==> src/rtl/sram_ctrl_pkg.sv <==
`timescale 1ns/1ps
// Package: shared state type and cycle-count arithmetic for the SRAM controller.
// Assumes timings and clock period are given in whole nanoseconds.
package sram_ctrl_pkg;

    typedef enum logic [2:0] {
        ST_IDLE,
        ST_WR_SETUP,
        ST_WR_PULSE,
        ST_WR_END,
        ST_RD_ACCESS,
        ST_RD_CAPTURE,
        ST_TURNAROUND
    } seq_state_e;

    // Ceiling division of a nanosecond minimum by the clock period.
    function automatic int unsigned ns_to_cyc(input int unsigned ns, input int unsigned period);
        return (ns + period - 1) / period;
    endfunction

    function automatic int unsigned max_u(input int unsigned a, input int unsigned b);
        return (a > b) ? a : b;
    endfunction

endpackage

==> src/rtl/sram_phase_timer.sv <==
`timescale 1ns/1ps
// Module: phase down-counter. Loaded with (length - 1) on entry to a phase,
// counts down to zero; expired_o marks the last cycle of the phase.
// Assumes load_i is a single-cycle strobe coinciding with a state change.
module sram_phase_timer #(
    parameter int unsigned CNT_W = 3
) (
    input  logic             clk,
    input  logic             rst_n,
    input  logic             load_i,
    input  logic [CNT_W-1:0] len_m1_i,
    output logic             expired_o
);

    logic [CNT_W-1:0] cnt_q;

    // Reload on phase entry, otherwise count down and stop at zero.
    always_ff @(posedge clk) begin
        if (!rst_n) begin
            cnt_q <= '0;
        end else if (load_i) begin
            cnt_q <= len_m1_i;
        end else if (cnt_q != '0) begin
            cnt_q <= cnt_q - 1'b1;
        end
    end

    assign expired_o = (cnt_q == '0);

endmodule

==> src/rtl/sram_seq_fsm.sv <==
`timescale 1ns/1ps
// Module: access sequencer. Steps through write or read phases, asks the
// timer for each phase length, and registers the memory control levels from
// the next state so the pins change cleanly on a clock edge.
// Assumes every phase length parameter is at least 1.
module sram_seq_fsm
    import sram_ctrl_pkg::*;
#(
    parameter int unsigned SETUP_CYC = 1,
    parameter int unsigned PULSE_CYC = 5,
    parameter int unsigned END_CYC   = 1,
    parameter int unsigned ACC_CYC   = 7,
    parameter int unsigned TURN_CYC  = 3,
    parameter int unsigned CNT_W     = 3
) (
    input  logic             clk,
    input  logic             rst_n,
    input  logic             req_i,
    input  logic             we_i,
    input  logic             expired_i,
    output logic             timer_load_o,
    output logic [CNT_W-1:0] timer_len_m1_o,
    output logic             accept_o,
    output logic             capture_o,
    output logic             busy_o,
    output logic             sel_o,
    output logic             we_n_o,
    output logic             oe_n_o,
    output logic             drive_o
);

    localparam int unsigned ACC_MAIN_CYC = ACC_CYC - 1;

    seq_state_e state_q, state_d;
    logic       sel_q, we_n_q, oe_n_q, drive_q;

    // Length of each phase minus one, as loaded into the timer.
    function automatic logic [CNT_W-1:0] phase_len_m1(input seq_state_e st);
        case (st)
            ST_WR_SETUP:   return CNT_W'(SETUP_CYC - 1);
            ST_WR_PULSE:   return CNT_W'(PULSE_CYC - 1);
            ST_WR_END:     return CNT_W'(END_CYC - 1);
            ST_RD_ACCESS:  return CNT_W'(ACC_MAIN_CYC - 1);
            ST_RD_CAPTURE: return '0;
            ST_TURNAROUND: return CNT_W'(TURN_CYC - 1);
            default:       return '0;
        endcase
    endfunction

    // Next-state selection: leave a phase when its timer has expired.
    always_comb begin
        state_d = state_q;
        case (state_q)
            ST_IDLE: begin
                if (req_i) begin
                    state_d = we_i ? ST_WR_SETUP : ST_RD_ACCESS;
                end
            end
            ST_WR_SETUP:   if (expired_i) state_d = ST_WR_PULSE;
            ST_WR_PULSE:   if (expired_i) state_d = ST_WR_END;
            ST_WR_END:     if (expired_i) state_d = ST_IDLE;
            ST_RD_ACCESS:  if (expired_i) state_d = ST_RD_CAPTURE;
            ST_RD_CAPTURE: if (expired_i) state_d = ST_TURNAROUND;
            ST_TURNAROUND: if (expired_i) state_d = ST_IDLE;
            default:       state_d = ST_IDLE;
        endcase
    end

    // State register.
    always_ff @(posedge clk) begin
        if (!rst_n) begin
            state_q <= ST_IDLE;
        end else begin
            state_q <= state_d;
        end
    end

    // Registered pin levels, decoded from the state being entered.
    always_ff @(posedge clk) begin
        if (!rst_n) begin
            sel_q   <= 1'b0;
            we_n_q  <= 1'b1;
            oe_n_q  <= 1'b1;
            drive_q <= 1'b0;
        end else begin
            sel_q   <= (state_d != ST_IDLE) && (state_d != ST_TURNAROUND);
            we_n_q  <= (state_d != ST_WR_PULSE);
            oe_n_q  <= !((state_d == ST_RD_ACCESS) || (state_d == ST_RD_CAPTURE));
            drive_q <= (state_d == ST_WR_SETUP) || (state_d == ST_WR_PULSE) ||
                       (state_d == ST_WR_END);
        end
    end

    assign timer_load_o   = (state_d != state_q);
    assign timer_len_m1_o = phase_len_m1(state_d);
    assign accept_o       = (state_q == ST_IDLE) && req_i;
    assign capture_o      = (state_q == ST_RD_CAPTURE);
    assign busy_o         = (state_q != ST_IDLE);
    assign sel_o          = sel_q;
    assign we_n_o         = we_n_q;
    assign oe_n_o         = oe_n_q;
    assign drive_o        = drive_q;

endmodule

==> src/rtl/sram_bus_regs.sv <==
`timescale 1ns/1ps
// Module: host-side data path. Latches address and write byte when a request
// is accepted, and samples the memory data bus on the capture cycle.
// Assumes accept_i and capture_i are never high in the same cycle.
module sram_bus_regs #(
    parameter int unsigned ADDR_W = 18,
    parameter int unsigned DATA_W = 8
) (
    input  logic              clk,
    input  logic              rst_n,
    input  logic              accept_i,
    input  logic [ADDR_W-1:0] addr_i,
    input  logic [DATA_W-1:0] wdata_i,
    input  logic              capture_i,
    input  logic [DATA_W-1:0] mem_dq_i,
    output logic [ADDR_W-1:0] addr_o,
    output logic [DATA_W-1:0] wdata_o,
    output logic [DATA_W-1:0] rdata_o,
    output logic              rvalid_o
);

    logic [ADDR_W-1:0] addr_q;
    logic [DATA_W-1:0] wdata_q, rdata_q;
    logic              rvalid_q;

    // Hold the request fields for the whole access.
    always_ff @(posedge clk) begin
        if (!rst_n) begin
            addr_q  <= '0;
            wdata_q <= '0;
        end else if (accept_i) begin
            addr_q  <= addr_i;
            wdata_q <= wdata_i;
        end
    end

    // Sample read data on the final access cycle and flag it for one cycle.
    always_ff @(posedge clk) begin
        if (!rst_n) begin
            rdata_q  <= '0;
            rvalid_q <= 1'b0;
        end else begin
            rvalid_q <= capture_i;
            if (capture_i) begin
                rdata_q <= mem_dq_i;
            end
        end
    end

    assign addr_o   = addr_q;
    assign wdata_o  = wdata_q;
    assign rdata_o  = rdata_q;
    assign rvalid_o = rvalid_q;

endmodule

==> src/rtl/sram_async_ctrl.sv <==
`timescale 1ns/1ps
// Module: top of the asynchronous SRAM controller. Converts nanosecond
// minimums into cycle counts and wires sequencer, timer and data path.
// Assumes the pad drivers for mem_dq_o are enabled by mem_dq_oe_o outside.
module sram_async_ctrl
    import sram_ctrl_pkg::*;
#(
    parameter int unsigned ADDR_W        = 18,
    parameter int unsigned DATA_W        = 8,
    parameter int unsigned CLK_PERIOD_NS = 10,
    parameter int unsigned T_WC_NS       = 70,
    parameter int unsigned T_PWE_NS      = 50,
    parameter int unsigned T_SD_NS       = 30,
    parameter int unsigned T_AW_NS       = 60,
    parameter int unsigned T_AA_NS       = 70,
    parameter int unsigned T_DOE_NS      = 35,
    parameter int unsigned T_RC_NS       = 70,
    parameter int unsigned T_REL_NS      = 25
) (
    input  logic              clk,
    input  logic              rst_n,
    input  logic              req_i,
    input  logic              we_i,
    input  logic [ADDR_W-1:0] addr_i,
    input  logic [DATA_W-1:0] wdata_i,
    output logic              busy_o,
    output logic [DATA_W-1:0] rdata_o,
    output logic              rvalid_o,
    output logic [ADDR_W-1:0] mem_addr_o,
    output logic              mem_ce1_n_o,
    output logic              mem_ce2_o,
    output logic              mem_we_n_o,
    output logic              mem_oe_n_o,
    output logic [DATA_W-1:0] mem_dq_o,
    output logic              mem_dq_oe_o,
    input  logic [DATA_W-1:0] mem_dq_i
);

    localparam int unsigned SETUP_CYC = 1;
    localparam int unsigned PULSE_CYC = max_u(max_u(1, ns_to_cyc(T_PWE_NS, CLK_PERIOD_NS)),
                                        max_u(ns_to_cyc(T_SD_NS, CLK_PERIOD_NS),
                                              ns_to_cyc(T_AW_NS, CLK_PERIOD_NS)) - SETUP_CYC);
    localparam int unsigned END_CYC   = max_u(1, ns_to_cyc(T_WC_NS, CLK_PERIOD_NS)
                                                 - SETUP_CYC - PULSE_CYC);
    localparam int unsigned ACC_CYC   = max_u(2, max_u(ns_to_cyc(T_AA_NS, CLK_PERIOD_NS),
                                        max_u(ns_to_cyc(T_DOE_NS, CLK_PERIOD_NS),
                                              ns_to_cyc(T_RC_NS, CLK_PERIOD_NS))));
    localparam int unsigned TURN_CYC  = max_u(1, ns_to_cyc(T_REL_NS, CLK_PERIOD_NS));
    localparam int unsigned MAX_CYC   = max_u(max_u(PULSE_CYC, END_CYC), max_u(ACC_CYC, TURN_CYC));
    localparam int unsigned CNT_W     = $clog2(MAX_CYC + 1);

    logic             timer_load, timer_expired, accept, capture, sel;
    logic [CNT_W-1:0] timer_len_m1;

    sram_seq_fsm #(
        .SETUP_CYC (SETUP_CYC),
        .PULSE_CYC (PULSE_CYC),
        .END_CYC   (END_CYC),
        .ACC_CYC   (ACC_CYC),
        .TURN_CYC  (TURN_CYC),
        .CNT_W     (CNT_W)
    ) u_fsm (
        .clk            (clk),
        .rst_n          (rst_n),
        .req_i          (req_i),
        .we_i           (we_i),
        .expired_i      (timer_expired),
        .timer_load_o   (timer_load),
        .timer_len_m1_o (timer_len_m1),
        .accept_o       (accept),
        .capture_o      (capture),
        .busy_o         (busy_o),
        .sel_o          (sel),
        .we_n_o         (mem_we_n_o),
        .oe_n_o         (mem_oe_n_o),
        .drive_o        (mem_dq_oe_o)
    );

    sram_phase_timer #(
        .CNT_W (CNT_W)
    ) u_timer (
        .clk       (clk),
        .rst_n     (rst_n),
        .load_i    (timer_load),
        .len_m1_i  (timer_len_m1),
        .expired_o (timer_expired)
    );

    sram_bus_regs #(
        .ADDR_W (ADDR_W),
        .DATA_W (DATA_W)
    ) u_regs (
        .clk       (clk),
        .rst_n     (rst_n),
        .accept_i  (accept),
        .addr_i    (addr_i),
        .wdata_i   (wdata_i),
        .capture_i (capture),
        .mem_dq_i  (mem_dq_i),
        .addr_o    (mem_addr_o),
        .wdata_o   (mem_dq_o),
        .rdata_o   (rdata_o),
        .rvalid_o  (rvalid_o)
    );

    // Both selects come from one flop so they can never disagree.
    assign mem_ce1_n_o = ~sel;
    assign mem_ce2_o   = sel;

endmodule

==> config.mk <==
export PLATFORM = sky130hd
export DESIGN_NAME = sram_async_ctrl
export DESIGN_NICKNAME = d
export VERILOG_FILES = /design/src/rtl/sram_ctrl_pkg.sv /design/src/rtl/sram_phase_timer.sv /design/src/rtl/sram_seq_fsm.sv /design/src/rtl/sram_bus_regs.sv /design/src/rtl/sram_async_ctrl.sv
export SDC_FILE = /design/constraint.sdc
export NUM_CORES = 1
export LEC_CHECK = 0
export BUFFER_PORTS_ARGS = -buffer_cell sky130_fd_sc_hd__buf_2
export CAP_MARGIN = 40
export CORE_MARGIN = 8
export CORE_UTILIZATION = 44
export CTS_CLUSTER_SIZE = 16
export DETAILED_ROUTE_END_ITERATION = 6
export PLACE_DENSITY = 0.74
export SLEW_MARGIN = 20
export SYNTH_ARGS = -nofsm -noshare
export SYNTH_HDL_FRONTEND = slang
export SYNTH_HIERARCHICAL = 1
export SYNTH_SLANG_ARGS = --single-unit
==> constraint.sdc <==
create_clock -name clk -period 3.18 [get_ports clk]
set_clock_uncertainty 0.05 [all_clocks]
set_input_delay 0.954 -clock clk [delete_from_list [all_inputs] [get_ports clk]]
set_output_delay 0.954 -clock clk [all_outputs]
set_load 0.01 [all_outputs]
# [After elaboration in Yosys (flattened, before gate mapping)]
# Cells that the tools add are included.
[totals] register_bits=45 latch_bits=0 mem_bits_rw=0 romBits=0 input_bits=38 output_inout_bits=41 wordCells=51 n_memories=0
[op_classes] add_sub_neg=1 multipliers=0 div=0 n_lt_le_gt_ge=0 eq_ne=15 n_shift=0 mux=11 bitwise=1 n_reduce_logical=13
[ops] operator="3-bit two-way mux" count=9
[ops] operator="3-bit equality test (second input constant)" count=6
[ops] operator="3-bit one-hot mux with 6 select lines" count=1
[ops] operator="3-bit by 2-bit equality test with 1-bit output (second input constant)" count=4
[ops] operator="3-bit one-hot mux with 3 select lines" count=1
[ops] operator="3-bit nonzero test" count=3
[ops] operator="3-bit by 1-bit equality test with 1-bit output (second input constant)" count=2
[ops] operator="3-bit zero test" count=2
[ops] operator="1-bit logical OR" count=3
[ops] operator="3-bit by 2-bit != test with 1-bit output (second input constant)" count=1
[ops] operator="3-bit != test" count=1
[ops] operator="3-bit != test (second input constant)" count=1
[ops] operator="3-bit by 1-bit subtractor with 3-bit output (second input constant)" count=1
[ops] operator="1-bit logical AND" count=2
[ops] operator="2-bit nonzero test" count=1
[ops] operator="2-bit OR reduction" count=1
[ops] operator="1-bit zero test" count=1
[ops] operator="1-bit inverter" count=1

# [Logic depth before layout (Yosys ltp)]
# Gate-level depths: netlist (run 1).
[depth] ltp_word=6 ltp_mapped=10 depth_no_buf=9

# [By module]
# The synthesis (run 1) kept the hierarchy.
[modules_own_cells] mod="sram_bus_regs" n_inst=1 cells_per_inst=111 area_per_inst_um2=1330.0 seq_area_each_um2=700.7
[modules_own_cells] mod="sram_seq_fsm" n_inst=1 cells_per_inst=54 area_per_inst_um2=442.9 seq_area_each_um2=140.1
[modules_own_cells] mod="sram_phase_timer" n_inst=1 cells_per_inst=22 area_per_inst_um2=205.2 seq_area_each_um2=60.1
[modules_own_cells] mod="sram_async_ctrl" n_inst=1 cells_per_inst=1 area_per_inst_um2=3.8 seq_area_each_um2=0.0

# [Least setup slack after synthesis (run 1)]
# Ideal clock, no wire load.
[synth_timing] kind="in2reg" start="input req_i" end="register u_timer.cnt_q[2]" setup_time_ns=0.122 arrival_ns=1.805 required_ns=3.008 setup_slack_ns=1.203 stages=5 path_buffers=0 path_cell_list="nor3b_1 o311ai_0 o31ai_1 or2b_1 o311a_1"
[synth_between] elab_chain_len=5 word_cells_on_any_way=9 classes_between="eq/ne (4); mux (4); reduce/logical (1)"
[synth_lines] item="start, declared" line="sram_async_ctrl.sv:22" text="input logic req_i,"
[synth_lines] item="3-bit two-way mux *" line="sram_seq_fsm.sv:55" text="if (req_i) begin"
[synth_lines] item="3-bit one-hot mux with 6 select lines *" line="sram_seq_fsm.sv:53" text="case (state_q)"
[synth_lines] item="3-bit equality test / 3-bit by 2-bit equality test with 1-bit output (equally long branches)" line="sram_seq_fsm.sv:39" text="case (st)"
[synth_lines] item="3-bit one-hot mux with 3 select lines *" line="sram_seq_fsm.sv:39"
[synth_lines] item="net timer_len_m1[2]" line="sram_async_ctrl.sv:53" text="logic [CNT_W-1:0] timer_len_m1;"
[synth_lines] item="3-bit two-way mux *" line="sram_phase_timer.sv:21" text="end else if (load_i) begin"
[synth_lines] item="end signal, assigned" line="sram_phase_timer.sv:22" text="cnt_q <= len_m1_i;"
[synth_lines] item="end signal, assigned" line="sram_phase_timer.sv:24" text="cnt_q <= cnt_q - 1'b1;"
[synth_lines] item="end, declared" line="sram_phase_timer.sv:15" text="logic [CNT_W-1:0] cnt_q;"
# The timed path passes the listed nets; every way through them passes the cells marked *.
# A chain may end at the register's enable or synchronous reset.

# [Worst setup path after layout (run 1)]
[layout_timing] start="register u_fsm.state_q[0]" end="output busy_o"
[layout_between] elab_chain_len=1
[layout_lines] item="start, declared" line="sram_seq_fsm.sv:34" text="seq_state_e state_q, state_d;"
[layout_lines] item="start signal, assigned" line="sram_seq_fsm.sv:74" text="state_q <= state_d;"
[layout_lines] item="3-bit nonzero test" line="sram_seq_fsm.sv:98" text="assign busy_o = (state_q != ST_IDLE);"
[layout_lines] item="end, declared" line="sram_async_ctrl.sv:26" text="output logic busy_o,"
# Every way passes these cells.

==> results of run 1 <==
report_power, final:
group | internal (mW) | total (mW) | switching [mW]
clock | 0.159 | 0.365 | 0.206
combinational | 0.317 | 0.653 | 0.336
sequential | 0.662 | 0.741 | 0.0795
path summary, 6_finish.rpt:
path / cells after the start / end / slack (ns)
setup / recovery: 2 / busy_o / 0.81
hold / removal: 2 / u_regs/addr_o[11] / 0.46
setup reg to reg: 8 / u_timer/cnt_q[0] / 1.00
hold reg to reg: 2 / u_regs/addr_o[11] / 0.46
cells by family (layout without fill, tap and decap cells):
logic type,count (synthesis),after routing,share of synthesized area
mux,34,34,0.172
buf+inv,21,96,0.0694
compound gates,25,25,0.0903
flops,45,45,0.455
fa+ha+maj,2,2,0.0126
simple gates,61,61,0.201
flip-flops by register name (all words and copies together) (netlist names):
name and cells:
u_fsm/drive_o 1, u_timer/cnt_q 3, u_fsm/sel_o 1, u_regs/rdata_o 8, u_fsm/state_q 3, u_regs/rvalid_o 1, u_regs/wdata_o 8, u_fsm/we_n_o 1
u_regs/addr_o 18, u_fsm/oe_n_o 1
cells in the mapped netlist, types with 2 or more instances:
cell type	n
a2111oi_1	2
a21oi_1	4
and2_1	2
buf_12	2
buf_2	3
buf_4	2
buf_6	2
clkbuf_1	3
dfxtp_1	45
ha_1	2
inv_1	8
mux2i_1	34
nor2_1	6
nor2b_1	37
nor2b_2	2
nor3_1	2
nor3b_1	2
nor4b_1	2
o211a_1	2
o21ai_0	6
through the flow:
| stage | hold WS, ns | worst slack (ns) | total power, mW | cells | cell area, sq um |
|---|---|---|---|---|---|
| after CTS | 0.470 | 0.794 | 1.79 | 315 | 2450 |
| final | 0.462 | 0.806 | 1.76 | 315 | 2450 |
| after detailed placement | 0.446 | 0.915 | 1.41 | 307 | 2360 |
| after global routing | 0.493 | 0.708 | 1.89 | 315 | 2450 |
| after global placement | 0.439 | 0.899 | 1.40 | 307 | 2360 |
| after floorplan | 0.488 | 1.20 | 1.27 | 188 | 1980 |
cell type report:
| cell class | instances | share of cell area |
|---|---|---|
| multi-input cells | 122 | 0.387 |
| clock buffers | 5 | 0.0280 |
| repair buffers | 79 | 0.167 |
| flip-flops and latches | 45 | 0.367 |
| inverters | 9 | 0.0138 |
| well taps | 52 | 0.0265 |
| clock inverters | 3 | 0.0102 |
worst max-delay path, delay by kind of cell, from the launching register on:
| family | cells | cell delay [ns] |
|---|---|---|
| buffers and inverters | 1 | 0.16 |
| flip-flops | 1 | 0.45 |
| AND/OR/NAND/NOR | 1 | 0.46 |
per-layer routing:
metal  part of all wire  GRT usage  vias up  wire (um)
li1                   -          -      791          -
met1               0.45      0.155      666       1940
met2               0.46      0.187       50       1960
met3              0.080     0.0498        5        341
met4              0.011     0.0479        0         47
met5                  0          0        -          0
==> run metrics, run 1 <==
Vias ~1500; Top Ports a little under 80; cells after synthesis 188; global placement routability congestion roughly 0.77; share of cells above drive strength 1 0.361; WS Path Type reg2out; hold path startpoint u_regs/addr_o[11]; number of flops mapped to enable cells by yosys 0; Worst EP arrival between 1 and 1.5 ns; vias per cell 4.80; Hold Fails Final Rpt 0; # resized after CTS 0; Synth top area share 0.455; Util after Layout 0.564; fin crit share 0.747; path category of the worst min-delay check reg2reg; Die Y-Extent 83.1 um; die width around 83 um; synth warn 6; min Tclk post-route around 2.4 ns; RSZ-0062 raised after global routing no; largest net degree at the start of global routing 42; crit-path max cell delay 0.46 ns; beginning of the critical path u_fsm/state_q[0]; total gr overflow 0; slew margin rel. 0.618; syn avg cell area around 11 sq um; most frequent cells in the layout 78 x buf_2, 45 x dfxtp_1, 37 x nor2b_1; DP HPWL 3110 um; vias in the first global route ~1500; Synth Cell Area just under 2000 sq um; Max-Cap Viols 0; Achievable Freq roughly 420 MHz; htree depth 2; hold_buf cts 0; flip-flop and latch count after synthesis 45; # nets final around 300; Starting Density 0.455; clock-pin slew on the worst setup and hold paths 0.09 ns; Sink Count 45; Yosys top cell by area dfxtp_1; CTS max path bufs 2; CP startpoint kind register; main area contributors after synthesis dfxtp_1 45%, mux2i_1 17%, nor2b_1 12%; Fillers roughly 380; Worst-Skew Late Latency approximately 0.30 ns; Total Routed Length approximately 4300 um; Final setup viols 0; leakage 1.11 nW; setup TNS 0 ns; drt initial violations slightly above 60; Seq. cell area about 900 sq um; Reg2Reg Launch Point u_timer/cnt_q[0]; DRC 0; worst-margin pin slew about 0.57 ns; GRT Total Usage 0.125; DIE AREA around 6900 sq um; drt pass-1 iters 4; area grow syn2layout 23.9%; cell chain of the critical path or3_4 > buf_2; CP Capture Type primary output; Power Density 717 nW/um^2; critical path data required time roughly 2.2 ns; Root Buffer clkbuf_8; number of diodes 0; postcts setup bufs 0; top_reg_cell synth dfxtp_1; Multi-input gate area 951 sq um; Antenna Violating Nets Remaining 0; syn_nets around 230; Max Slew Vio Count 0; first-pass GRT wire length approximately 7300 um; Port Buf Inserts between 70 and 80; initial antenna violation count 0; Cell Rows 24; post-synthesis sequential area ratio 0.455; cell with the largest stage delay on the worst path or3_4; peak supply drop ~0.00027 V; Cell variety after synth 40; outcome finished, final reports clean; CTS tree done; routed length per instance roughly 14 um; most common cell after layout, fill and taps aside buf_2; CP Max Fanout 14; Synth async-reset ratio 0; Core Region around 4400 sq um; CTS buffer count 5
Note: power is estimated with default switching activity, not from simulation.
==> run 2: changes to the inputs <==
- CORE_UTILIZATION: 44 -> 43
- PLACE_DENSITY: 0.74 -> 0.75
- clock period: 3.18 -> 2 ns (I/O delays scaled with it)
==> run 2 against run 1 <==
Effect of this change: first-iteration DRC count is 24% lower; power is 67% higher; critical path depth is 8 higher; final area is 3.4% higher; final cell count is 3.2% higher; global-route usage is 0.27 points lower; sequential share of layout area is 1.2 points lower; sequential power is 51% higher; sequential cell count stayed put; wire length is 5.9% higher; non-clock buffer count is 11 higher; critical path type is now reg2reg; critical endpoint is now u_timer/cnt_q[2]; highest routed layer unchanged.
==> run metrics, run 2 (synthesized netlist as in run 1, its figures left out) <==
Worst EP arrival 2.07 ns (+0.70 ns); Hold Fails Final Rpt 0 (unchanged); Largest register FFs 18 (unchanged); CP Max Fanout 7 (-7); path category of the worst min-delay check reg2reg; die width 83.9 um (+0.93%); Antenna Violating Nets Remaining 0 (unchanged); Fillers 397 (+3.7%); Die Y-Extent 83.9 um (+0.93%); number of diodes 0 (unchanged); Cell Rows 24 (unchanged); Reg2Reg Launch Point u_timer/cnt_q[0]; hold_buf cts 0 (unchanged); Port Buf Inserts 78 (unchanged); Top Ports 79 (unchanged); Max Slew Vio Count 0 (unchanged); drt pass-1 iters 4 (unchanged); critical path data required time 2.19 ns (about the same); reg2reg path depth 10 (+2); DRC 0 (unchanged); initial antenna violation count 0 (unchanged); DP HPWL 3440 um (+11%); largest net degree at the start of global routing 21 (-50%); global placement routability congestion 0.821 (+6.1%); Total Routed Length 4540 um (+5.9%); CP Capture Type register; min Tclk post-route approximately 1.9 ns; CTS buffer count 5 (unchanged); Achievable Freq around 530 MHz; CTS tree done; vias per cell 4.80 (about the same); worst-margin pin slew 0.355 ns (-0.218 ns); Util after Layout 0.579 (+0.0153); GRT Total Usage 0.122 (-0.00271); Max-Cap Viols 0 (unchanged); peak supply drop 0.000492 V (+79%); htree depth 2 (unchanged); clock-pin slew on the worst setup and hold paths 0.08 ns (about the same); Final setup viols 0 (unchanged); Root Buffer clkbuf_8; drt initial violations 47 (-24%); CTS max path bufs 2 (unchanged); most common cell after layout, fill and taps aside buf_2; WS Path Type reg2reg; vias in the first global route 1487 (-0.93%); routed length per instance 14.0 um (+2.7%); CP startpoint kind register; RSZ-0062 raised after global routing no; # nets final 313 (+3.6%); Core Region 4380 sq um (+0.69%); Starting Density 0.452 (-0.00312); Sink Count 45 (unchanged); Tot Pwr 2.93 mW (+67%); Vias 1561 (+3.2%); leakage 1.16 nW (+4.4%); outcome finished, final reports clean; register-to-register setup slack 0.12 ns (-0.88 ns); CP endpoint u_timer/cnt_q[2]; share of cells above drive strength 1 0.403 (+0.0417); slew margin rel. 0.763 (+0.145); setup TNS 0 ns (unchanged); DIE AREA 7040 sq um (+1.9%); Power Density 1150 nW/um^2 (+61%); total gr overflow 0 (unchanged); area grow syn2layout 28.1%; first-pass GRT wire length 7180 um (-1.7%); Worst-Skew Late Latency 0.29 ns (about the same); most frequent cells in the layout 78 x buf_2, 45 x dfxtp_1, 37 x nor2b_1; fin crit share 0.940; Reg-to-Reg End u_timer/cnt_q[2]; beginning of the critical path u_timer/cnt_q[0]
## run 2: worst min-delay path by stage
| stage | from | to | slack (ns) | cells past startpoint |
|---|---|---|---|---|
| 3_5_place_dp | u_regs/addr_o[9] | u_regs/addr_o[9] | 0.45 | 2 |
| 4_1_cts | u_regs/addr_o[9] | u_regs/addr_o[9] | 0.47 | 2 |
| 3_3_place_gp | u_regs/addr_o[3] | u_regs/addr_o[3] | 0.44 | 2 |
| 6_report | u_regs/addr_o[9] | u_regs/addr_o[9] | 0.46 | 2 |
| 2_1_floorplan | u_regs/addr_o[15] | u_regs/addr_o[15] | 0.49 | 2 |
| 5_1_grt | u_regs/rdata_o[0] | u_regs/rdata_o[0] | 0.49 | 2 |
## run 2: per-stage QoR
stage	instance area [sq um]	setup WS (ns)	instances	hold WS, ns
floorplan	1980	0.0896	188	0.488
global placement	2420	0.0582	317	0.438
detailed placement	2420	-0.0708	317	0.448
CTS	2520	0.0665	324	0.467
global route	2540	0.00472	325	0.487
finish	2540	0.119	325	0.461
## run 2: report_power, final
part / switching, mW / total [mW] / internal [mW]
Combinational: 0.644 / 1.24 / 0.594
Sequential: 0.0709 / 1.12 / 1.05
Clock: 0.295 / 0.569 / 0.273
## run 2: worst max-delay path, cell delays in order (launching register included)
cell and delay (ns):
dfxtp_1 0.35, inv_1 0.07, ha_2 0.20, nand2b_1 0.10, inv_2 0.09, buf_4 0.16, o21ai_0 0.23, o311ai_0 0.18
o31ai_1 0.11, or2b_1 0.14, o311a_1 0.15
## run 2: area by class of cell
class,count,area [sq um],area share
clock buffer,6,82.6,0.0325
clock inverter,1,7.51,0.00296
inverter,9,33.8,0.0133
multi-input combinational,122,968,0.381
sequential,45,901,0.355
tap,52,65.1,0.0256
timing repair buffer,90,480,0.189
## run 2: metal layers
metal	up-vias	share of wire	track usage
li1	812	-	-
met1	694	0.43	0.138
met2	51	0.47	0.199
met3	4	0.083	0.0537
met4	0	0.0084	0.0424
met5	-	0	0
## run 2: timing repair
item / in CTS / in global routing
endpoints found under the setup margin: 2 / 3
cloned: 0 / 0
resized for setup: 1 / 4
setup buffers: 0 / 1
pin swaps: 0 / 1
==> run 3: changes to the inputs <==
--- a/config.mk
+++ b/config.mk
@@ -9,2 +9,3 @@
 export CAP_MARGIN = 40
+export CORE_ASPECT_RATIO = 0.5
 export CORE_MARGIN = 8
==> constraint.sdc (replaced) <==
create_clock -name clk -period 2 [get_ports clk]
set_clock_uncertainty 0.05 [all_clocks]
set_input_delay 0 -clock clk [delete_from_list [all_inputs] [get_ports clk]]
set_output_delay 0 -clock clk [all_outputs]
set_load 0.01 [all_outputs]
==> run 3 against run 2 <==
Effect of this change: critical path depth unchanged; first-iteration DRC count up 11%; count of clock-buffer cells in the layout grew 1; worst setup slack lost 0.029 ns; sequential power hardly changed; via count up 11%; clock power increased by 4.7%; final area up 15%; hold slack got worse by 0.44 ns; utilization grew 8.2 points; critical endpoint is now u_timer/cnt_q[1].
==> run metrics, run 3 (synthesized netlist as in run 1, its figures left out) <==
NetSw 1.07 mW (+5.9%); hold path startpoint rst_n; vias in the first global route 1755 (+18%); Total Routed Length 5190 um (+14%); met3 GRT Util 0.0487 (-0.00502); worst-margin pin slew 0.523 ns (+0.167 ns); Inst Count DP 318 (+0.32%); hold slack 0.0195 ns (-0.442 ns); total gr overflow 0 (unchanged); WS Path Type reg2reg; Reg2Reg Launch Point u_timer/cnt_q[0]; Hold Fails Final Rpt 0 (unchanged); clock-pin slew on the worst setup and hold paths 0.08 ns (about the same); initial antenna violation count 0 (unchanged); Seq. cell area 901 sq um (unchanged); cell with the largest stage delay on the worst path dfxtp_1; peak supply drop 0.000495 V (+0.52%); Core Region 4420 sq um (+0.91%); first-pass GRT wire length 8350 um (+16%); DP HPWL 3480 um (+1.1%); Root Buffer clkbuf_8; # nets final 345 (+10%); DIE AREA 7170 sq um (+1.9%); CTS tree done; min Tclk post-route 1.91 ns (+0.0286 ns); routed length per instance 14.3 um (+2.2%); Comb power frac 0.444 (+0.021); Port Buf Inserts 78 (unchanged); outcome finished, final reports clean; CTS max path bufs 2 (unchanged); Die Y-Extent 64.0 um (-24%); dpl ws -0.130 ns (-0.0595 ns); reg2reg path depth 10 (unchanged); GRT Total Usage 0.141 (+0.0189); area grow syn2layout 47.5%; DRC 0 (unchanged); sw frac 0.344 (-0.000395); setup TNS 0 ns (unchanged); drt pass-1 iters 4 (unchanged); leakage 1.31 nW (+13%); path category of the worst min-delay check in2reg; most common cell after layout, fill and taps aside buf_2; slew margin rel. 0.652 (-0.111); CTS buffer count 5 (unchanged); met2 GRT Util 0.265 (+0.0666); Top Ports 79 (unchanged); Achievable Freq 524 MHz (-1.5%); Worst EP arrival 2.04 ns (-0.03 ns); fin crit share 0.955 (+0.0143); CP Capture Type register; die width 112 um (+34%); number of diodes 0 (unchanged); CP Max Fanout 6 (-1); Worst-Skew Late Latency 0.28 ns (about the same); critical path data required time 2.13 ns (-0.06 ns); Fillers 358 (-9.8%); internal cell power 2.04 mW (+6.1%); cell chain of the critical path inv_1 > ha_2 > nand2b_1 > inv_2 > buf_4 > nand2_1 > nor2_1 > o21a_1 > nor2b_2 > a2111oi_2; largest net degree at the start of global routing 28 (+33%); worst hold stages 2 (unchanged); most frequent cells in the layout 78 x buf_2, 45 x dfxtp_1, 37 x nor2b_1; Cell Rows 17 (-29%); post-layout instance count excluding filler cells 363 (+12%); global placement routability congestion 0.850 (+3.5%); htree depth 2 (unchanged); beginning of the critical path u_timer/cnt_q[0]; Most Used Layer, Global Route met2; vias per cell 4.78 (-0.55%); Sink Count 45 (unchanged); Power Density 1060 nW/um^2 (-7.9%); Vias 1734 (+11%); Antenna Violating Nets Remaining 0 (unchanged); crit-path max cell delay 0.33 ns (-0.02 ns); drt initial violations 52 (+11%); Reg power frac 0.364 (-0.019); CP startpoint kind register; Max-Cap Viols 0 (unchanged); Largest register FFs 18 (unchanged); Final setup viols 0 (unchanged); Max Slew Vio Count 0 (unchanged); share of cells above drive strength 1 0.363 (-0.0402); clock share of power 0.192 (-0.002); met1 usage 0.146 (+0.00846); Multi-input gate area 995 sq um (+2.7%); final worst setup slack 0.0907 ns (-0.0286 ns); Starting Density 0.448 (-0.00409)
==> run 3: worst paths after layout <==
path	endpoint	slack, ns
setup / recovery	u_timer/cnt_q[1]	0.09
hold / removal	u_timer/cnt_q[2]	0.02
setup reg to reg	u_timer/cnt_q[1]	0.09
hold reg to reg	u_regs/wdata_o[4]	0.47
==> run 3: routing by layer <==
metal  routed length (um)  vias to the layer above
met5                    0                        -
met4                   76                        0
met3                  272                        9
met2                 2740                       38
met1                 2100                      810
li1                     -                      877
==> run 3: final cells by class <==
class                   count  share of cell area
clock buffers               7              0.0330
flip-flops and latches     45               0.308
well taps                  57              0.0244
repair buffers            122               0.281
inverters                   9              0.0116
clock inverters             1             0.00171
multi-input cells         122               0.340
==> run 3: timing repair <==
action	in CTS	in global routing
hold endpoints to repair	35	0
hold buffers	35	0
setup buffers	0	2
setup endpoints to repair	2	3
pin swaps	0	1
gates resized for setup	2	9
==> run 3: critical path: cells and delay by family (launching register included) <==
kind	cells	cell delay, ns
buffers and inverters	3	0.43
flip-flops	1	0.33
AO/OA/AOI/OAI	2	0.43
adder cells (fa/ha/maj)	1	0.20
AND/OR/NAND/NOR	4	0.35
==> run 3: through the flow <==
| step | utilization | instance area (sq um) | total power [mW] |
|---|---|---|---|
| 6_report | 0.661 | 2920 | 3.11 |
| 5_1_grt | 0.661 | 2920 | 3.30 |
| 4_1_cts | 0.650 | 2880 | 3.00 |
| 3_5_place_dp | 0.545 | 2410 | 2.32 |
| 3_3_place_gp | 0.545 | 2410 | 2.27 |
| 2_1_floorplan | - | 1980 | 2.01 |
==> run 3: power groups by stage <==
stage	Combinational [mW]	Clock, mW	Sequential [mW]
floorplan	0.809	0	1.20
global placement	1.14	0	1.14
detailed placement	1.17	0	1.15
CTS	1.26	0.618	1.13
global route	1.49	0.662	1.15
finish	1.38	0.596	1.13
